$ cat config.mk
export PLATFORM = sky130hd
export DESIGN_NAME = spec_load_table
export DESIGN_NICKNAME = d
export VERILOG_FILES = /design/src/rtl/spec_load_table.sv
export SDC_FILE = /design/constraint.sdc
export NUM_CORES = 1
export LEC_CHECK = 0
export ABC_CLOCK_PERIOD_IN_PS = 7550
export BUFFER_PORTS_ARGS = -buffer_cell sky130_fd_sc_hd__buf_4
export CORE_MARGIN = 5
export CORE_UTILIZATION = 55
export DETAILED_ROUTE_END_ITERATION = 16
export PLACE_DENSITY_LB_ADDON = 0.15
export SYNTH_ARGS = -nofsm -noshare
export SYNTH_HDL_FRONTEND = slang
export SYNTH_SLANG_ARGS = --single-unit
$ cat constraint.sdc
create_clock -name clk -period 7.55 [get_ports clk]
set_input_delay 0 -clock clk [delete_from_list [all_inputs] [get_ports clk]]
set_output_delay 0 -clock clk [all_outputs]
set_load 0.05 [all_outputs]
$ cat src/rtl/spec_load_table.sv
module spec_load_table #(
  parameter int ENTRIES  = 8,
  parameter int TAG_W    = 7,
  parameter int ADDR_W   = 64,
  parameter int GRAN_LSB = 3
) (
  input  logic              clk,
  input  logic              rst_n,
  input  logic              ld_valid,
  input  logic [TAG_W-1:0]  ld_tag,
  input  logic [ADDR_W-1:0] ld_addr,
  input  logic              st_valid,
  input  logic [ADDR_W-1:0] st_addr,
  input  logic              chk_valid,
  input  logic [TAG_W-1:0]  chk_tag,
  output logic              rsp_valid,
  output logic              rsp_ok
);
  localparam int IDX_W = (ENTRIES > 1) ? $clog2(ENTRIES) : 1;
  localparam logic [IDX_W-1:0] LAST = IDX_W'(ENTRIES - 1);

  logic [ENTRIES-1:0]             ent_v;
  logic [ENTRIES-1:0][TAG_W-1:0]  ent_tag;
  logic [ENTRIES-1:0][ADDR_W-1:0] ent_addr;
  logic [IDX_W-1:0]               rr_ptr;

  logic [ENTRIES-1:0] st_hit, v_after, tag_hit, chk_hit;

  for (genvar i = 0; i < ENTRIES; i++) begin : g_cmp
    assign st_hit[i]  = st_valid && ent_v[i] &&
                        (ent_addr[i][ADDR_W-1:GRAN_LSB] == st_addr[ADDR_W-1:GRAN_LSB]);
    assign v_after[i] = ent_v[i] && !st_hit[i];
    assign tag_hit[i] = v_after[i] && (ent_tag[i] == ld_tag);
    assign chk_hit[i] = ent_v[i] && (ent_tag[i] == chk_tag);
  end

  logic             any_tag_hit, any_free, full;
  logic [IDX_W-1:0] hit_idx, free_idx, ins_idx;

  always_comb begin
    hit_idx  = '0;
    free_idx = '0;
    any_free = 1'b0;
    for (int i = ENTRIES - 1; i >= 0; i--) begin
      if (tag_hit[i]) hit_idx = IDX_W'(i);
      if (!v_after[i]) begin
        free_idx = IDX_W'(i);
        any_free = 1'b1;
      end
    end
  end

  assign any_tag_hit = |tag_hit;
  assign full        = !any_free;
  assign ins_idx     = any_tag_hit ? hit_idx : (full ? rr_ptr : free_idx);

  always_ff @(posedge clk) begin
    if (!rst_n) begin
      ent_v     <= '0;
      rr_ptr    <= '0;
      rsp_valid <= 1'b0;
      rsp_ok    <= 1'b0;
    end else begin
      ent_v <= v_after;
      if (ld_valid) begin
        ent_v[ins_idx]    <= 1'b1;
        ent_tag[ins_idx]  <= ld_tag;
        ent_addr[ins_idx] <= ld_addr;
        if (!any_tag_hit && full)
          rr_ptr <= (rr_ptr == LAST) ? '0 : rr_ptr + 1'b1;
      end
      rsp_valid <= chk_valid;
      rsp_ok    <= chk_valid && (|chk_hit);
    end
  end
endmodule

==> results of run 1 <==
-- metal layers --
layer	vias to the layer above	global-route usage, %	part of all wire [%]
li1	6782	-	-
met1	8172	48.4	38
met2	1113	55.0	46
met3	208	7.69	11
met4	2	14.4	4.9
met5	-	0	0.016
-- critical path: stages (launching register included) --
cell and delay [ps]:
edfxtp_1 380, xnor2_1 380, nand4_1 160, nor4_1 720
and4_1 590, a21oi_1 230, or4_1 580, or3_1 360
o21a_1 340, nor3_4 450, buf_4 840
-- metrics by stage --
step                setup TNS (ps)  cells
floorplan                   -77320   1704
global placement                 0   2383
detailed placement               0   2383
CTS                              0   2560
global route                     0   2560
finish                           0   2561
-- power breakdown --
group | internal [µW] | total [µW] | switching, µW
clock network | 1470 | 2670 | 1190
registers | 3440 | 3460 | 19.8
logic | 199 | 596 | 397
-- Yosys cell counts (all sizes together), types with 4 or more instances --
cell / count
edfxtp: 544
xnor2: 230
xor2: 210
nand2b: 114
nand4: 80
nor4: 80
inv: 64
nor2b: 49
buf: 46
o2111ai: 34
clkbuf: 30
nand2: 20
nor3: 14
dfxtp: 13
nor2: 13
o22ai: 13
a2111oi: 12
o21ai: 12
a21oi: 11
nand3: 11
o221ai: 11
o2bb2ai: 8
a22o: 7
o32ai: 7
or4: 6
a221oi: 5
and4: 5
a2111o: 4
a21boi: 4
o211ai: 4
-- kinds of logic after synthesis --
kind of cell,count (synthesis)
xor gates and xnor gates,440
buffers and inverters,141
and+or+nand+nor,402
DFF,557
adders and majority gates,2
AOI/OAI and AO/OA,162
-- flip-flops by register name, indices dropped and copies added (netlist names) --
register	count
ent_addr	488
ent_tag	56
ent_v	8
rr_ptr	3
rsp_ok	1
rsp_valid	1
-- cell type report --
type	instances	area (µm²)	area share [%]
Antenna cell	1	2.50	0.00863
Timing Repair Buffer	227	1910	6.58
Multi-Input combinational cell	1006	7770	26.8
Clock inverter	32	218	0.751
Tap cell	600	751	2.59
Sequential cell	557	16600	57.2
Clock buffer	73	1510	5.20
Inverter	65	244	0.841
-- worst max-delay path by stage --
stage | start | slack, ps | to
floorplan | ent_addr[158] | -280 | ent_addr[100]
global placement | ent_addr[97] | 2250 | ent_addr[423]
detailed placement | ent_addr[97] | 2170 | ent_addr[423]
CTS | ent_addr[97] | 2160 | ent_addr[423]
global route | ent_addr[97] | 2010 | ent_addr[402]
finish | ent_addr[97] | 2030 | ent_addr[402]
-- what timing repair did --
| item | CTS | global route |
|---|---|---|
| gates resized for setup | 0 | 0 |
| buffers inserted | 0 | 0 |
| endpoints found under the hold margin | 557 | 0 |
| hold buffers | 72 | 0 |
==> results.toml, run 1 <==
[pwr]
peakVddDrop_mv = 0.249
power.leakage_uw = 0.00958
p_total_uw = 6730
p_per_area_mw_per_mm2 = 232

[synthesis]
synthCells = 1704
netlist_area_mm2 = 0.0249
synth_area_leaders = "edfxtp_1, xnor2_1, xor2_1, nand2b_1, nand4_1"
synth_edf_count = 544
synth_cell_types = 68
yosys.area_share.xor_xnor_pct = 15.5
synthMuxAreaShare_pct = 0
synth_top_family_by_area = "XOR/XNOR gates"
yosysTopAreaCellShare_pct = 65.6
syn_nets = 1853
ys.flop_type = "edfxtp_1"
yosysWarnings = 0
yosys.area.top_type = "edfxtp_1"
async_flop_share_pct = 0
syn_avg_cell_area_um2 = 14.6
synth-compound-area-share_pct = 5.40
yosys.area_share.simple_pct = 9.96
synth_fa_ha_area_share_pct = 0.100
ys_seq_area_share_pct = 66.6
ys_ff_latch = 557

[outcome]
status = "finished, final reports clean"

[worst_setup_path]
required_ps = 7780
start_kind = "flip-flop"
crit_arrival_ps = 5750
end_kind = "flip-flop"
rr_startpoint = "ent_addr[97]"
path_class = "reg -> reg"
r2r_cells = 10
crit_path_max_fanout = 61
rr_endpoint = "ent_addr[402]"
r2r_slack_ps = 2030

[floorplan]
core_mm2 = 0.0451
std_cell_rows = 78
initial_core_util_pct = 55.3
io_pins = 149
die_h_um = 223
die_area_mm2 = 0.0497
die_w_um = 223

[timing]
clock-skew-final_ps = 19.7
whs_ps = 121
drv_slew = 0
finalCritPeriodShare_pct = 73.1
finalWorstSetupSlack_ps = 2030
period_needed_ps = 5520
tightest_slew_ps = 1150
rsz0062_at_grt = "false"
finalHoldViolations = 0
setup_violations = 0
fmax_ghz = 0.181
relSlewSlack_pct = 22.9

[cts]
clockBufferDepth = 3
cts_tree = "yes"
cts-htree-levels = 2
cts.clk_slew.worst_paths_ps = 60
insertion_delay_ps = 620
cts-buffers-inserted = 58
clockRootBuffer = "clkbuf_16"
clock_sinks = 557

[global_routing]
grt_pass1_wl_um = 121000
grt.total_usage_pct = 35.2
grt_pass1_vias = 15800
grt_antenna_before_repair = 6
grt-ovfl-total = 0
grt_max_degree = 69

[final_layout]
layout-drive-gt1-share_pct = 13.0
layout_common_cells = "edfxtp_1, xnor2_1, xor2_1, buf_4, nand2b_1"
area_delta_synth_final_pct = 16.4
nets = 2064
layout_commonest_cell = "edfxtp_1"
final_core_util_pct = 64.3
fill_cells = 3378
fin_area_mm2 = 0.0290

[detailed_routing]
drtIter0Drc = 2409
routed_wl_um = 88500
firstDrtPassIters = 5
post-route-drc-count = 0
ant_nets = 0
viasPerCell = 6.36
wl_per_cell_um = 34.5
vias = 16300

[run]
maxCapViolCount = 0

[placed_design]
gp_congestion = 0.993
dp_hpwl_um = 61200
pre_cts_slack_ps = 2170
io_buffers = 142
dpl-instance-area_mm2 = 0.0266

[hold_path]
hp-start = "chk_tag[1]"
hold_depth = 5
min_path_type = "in -> reg"
worstHoldEndpoint = "rsp_ok"
(Power assumes the default switching activity.)
==> run 2: changes to the inputs <==
- ABC_CLOCK_PERIOD_IN_PS: 7550 -> 5000
- clock period: 7.55 -> 5 ns (I/O delays scaled with it)
==> results.toml, run 2 (synthesis results as in run 1) <==
[detailed_routing]
vias = 16600
viasPerCell = 6.35
firstDrtPassIters = 7
ant_nets = 0
routed_wl_um = 92000
wl_per_cell_um = 35.2
drtIter0Drc = 2058
post-route-drc-count = 0

[timing]
final.setup.tns_ps = 0
relSlewSlack_pct = 46.2
finalCritPeriodShare_pct = 90.8
whs_ps = 86.8
period_needed_ps = 4540
finalHoldViolations = 0
fmax_ghz = 0.220
rsz0062_at_grt = "false"
setup_violations = 0
drv_slew = 0
clock-skew-final_ps = 25.8
tightest_slew_ps = 804

[global_routing]
grt_max_degree = 69
grt-ovfl-total = 0
grt_antenna_before_repair = 4
grt_pass1_vias = 16300
grt.total_usage_pct = 36.4
grt_pass1_wl_um = 125000

[worst_setup_path]
crit_arrival_ps = 4790
path_class = "reg -> reg"
r2r_cells = 10
required_ps = 5260
end_kind = "flip-flop"
start_kind = "flip-flop"
crit_path_max_fanout = 68

[final_layout]
top_register = "ent_addr"
fill_cells = 3282
layout-drive-gt1-share_pct = 15.5
top_regs = "ent_addr: 488 flops, ent_tag: 56 flops, ent_v: 8 flops"
nets = 2119
largest_reg_flops = 488
fin_area_mm2 = 0.0298
layout_common_cells = "edfxtp_1, xnor2_1, xor2_1, buf_4, nand2b_1"
regArea_mm2 = 0.0166
stdcell_count = 2613
area_delta_synth_final_pct = 19.5
layout_commonest_cell = "edfxtp_1"
multiInputGateArea_mm2 = 0.00780

[placed_design]
io_buffers = 142
placed_cells = 2441
dpl-instance-area_mm2 = 0.0273
gp_congestion = 1.01
dp_hpwl_um = 64200

[cts]
clock_sinks = 557
clockRootBuffer = "clkbuf_16"
cts_tree = "yes"
postCtsSetupBuffers = 0
cts_resized = 0
clockBufferDepth = 3
cts-buffers-inserted = 56
insertion_delay_ps = 620
cts.clk_slew.worst_paths_ps = 60
cts-htree-levels = 2

[floorplan]
core_mm2 = 0.0451
std_cell_rows = 78
initial_core_util_pct = 55.3
die_h_um = 223
io_pins = 149
die_area_mm2 = 0.0497
die_w_um = 223

[hold_path]
hold_depth = 5
min_path_type = "in -> reg"

[run]
maxCapViolCount = 0

[pwr]
power.leakage_uw = 0.00998
p_total_uw = 10300
p_per_area_mw_per_mm2 = 346
peakVddDrop_mv = 0.402

[outcome]
status = "finished, final reports clean"
run 2: cell types whose count changed in the layout (fill, tap and decap cells not counted), moves of 4 or more:
cell	change
buf_12	+23
buf_4	+35
clkinv_1	-6
clkinv_2	-4
nor3_2	-4
nor3_4	+4
run 2: worst paths after layout:
path,start,to,slack (ps)
setup reg to reg,ent_addr[281],ent_addr[410],460
hold / removal,chk_tag[4],rsp_ok,90
hold reg to reg,rr_ptr[2],rr_ptr[2],510
setup / recovery,ent_addr[281],ent_addr[410],460
run 2: where the power goes:
group	switching, µW	total [µW]	leakage [µW]	internal, µW
Combinational	623	947	0.00411	324
Clock	1770	4130	0.000851	2360
Sequential	31.6	5230	0.00502	5200
run 2: per-stage QoR:
step                      util [%]  setup slack (ps)
after floorplan                  -              -749
after global placement        60.6               617
after detailed placement      60.6               581
after CTS                     66.0               567
after global routing          66.0               261
final                         66.1               461
run 2: routing by layer:
| metal | global-route usage (%) | wire length (µm) |
|---|---|---|
| met5 | 0 | 27 |
| met4 | 17.0 | 5720 |
| met3 | 8.88 | 10900 |
| met2 | 58.0 | 42300 |
| met1 | 47.5 | 33000 |
run 2: layout make-up:
class / instances / area share, %
Antenna cell: 2 / 0.0168
Clock buffer: 75 / 5.05
Clock inverter: 24 / 0.865
Inverter: 65 / 0.819
Multi-Input combinational cell: 1006 / 26.2
Sequential cell: 557 / 55.7
Tap cell: 600 / 2.52
Timing Repair Buffer: 284 / 8.81
run 2: critical path, stage by stage (launching register included):
cell and delay [ps]:
edfxtp_1 390, nor2b_1 150, a2111oi_0 500, nor4b_1 550, nand4b_1 260, o211a_1 320
or4_1 500, or3_1 360, o21a_1 370, nor3_4 290, buf_12 390
run 2: what timing repair did:
item / 4_1_cts / 5_1_grt
endpoints found under the hold margin: 557 / 0
hold buffers: 71 / 0
endpoints found under the setup margin: 0 / 0
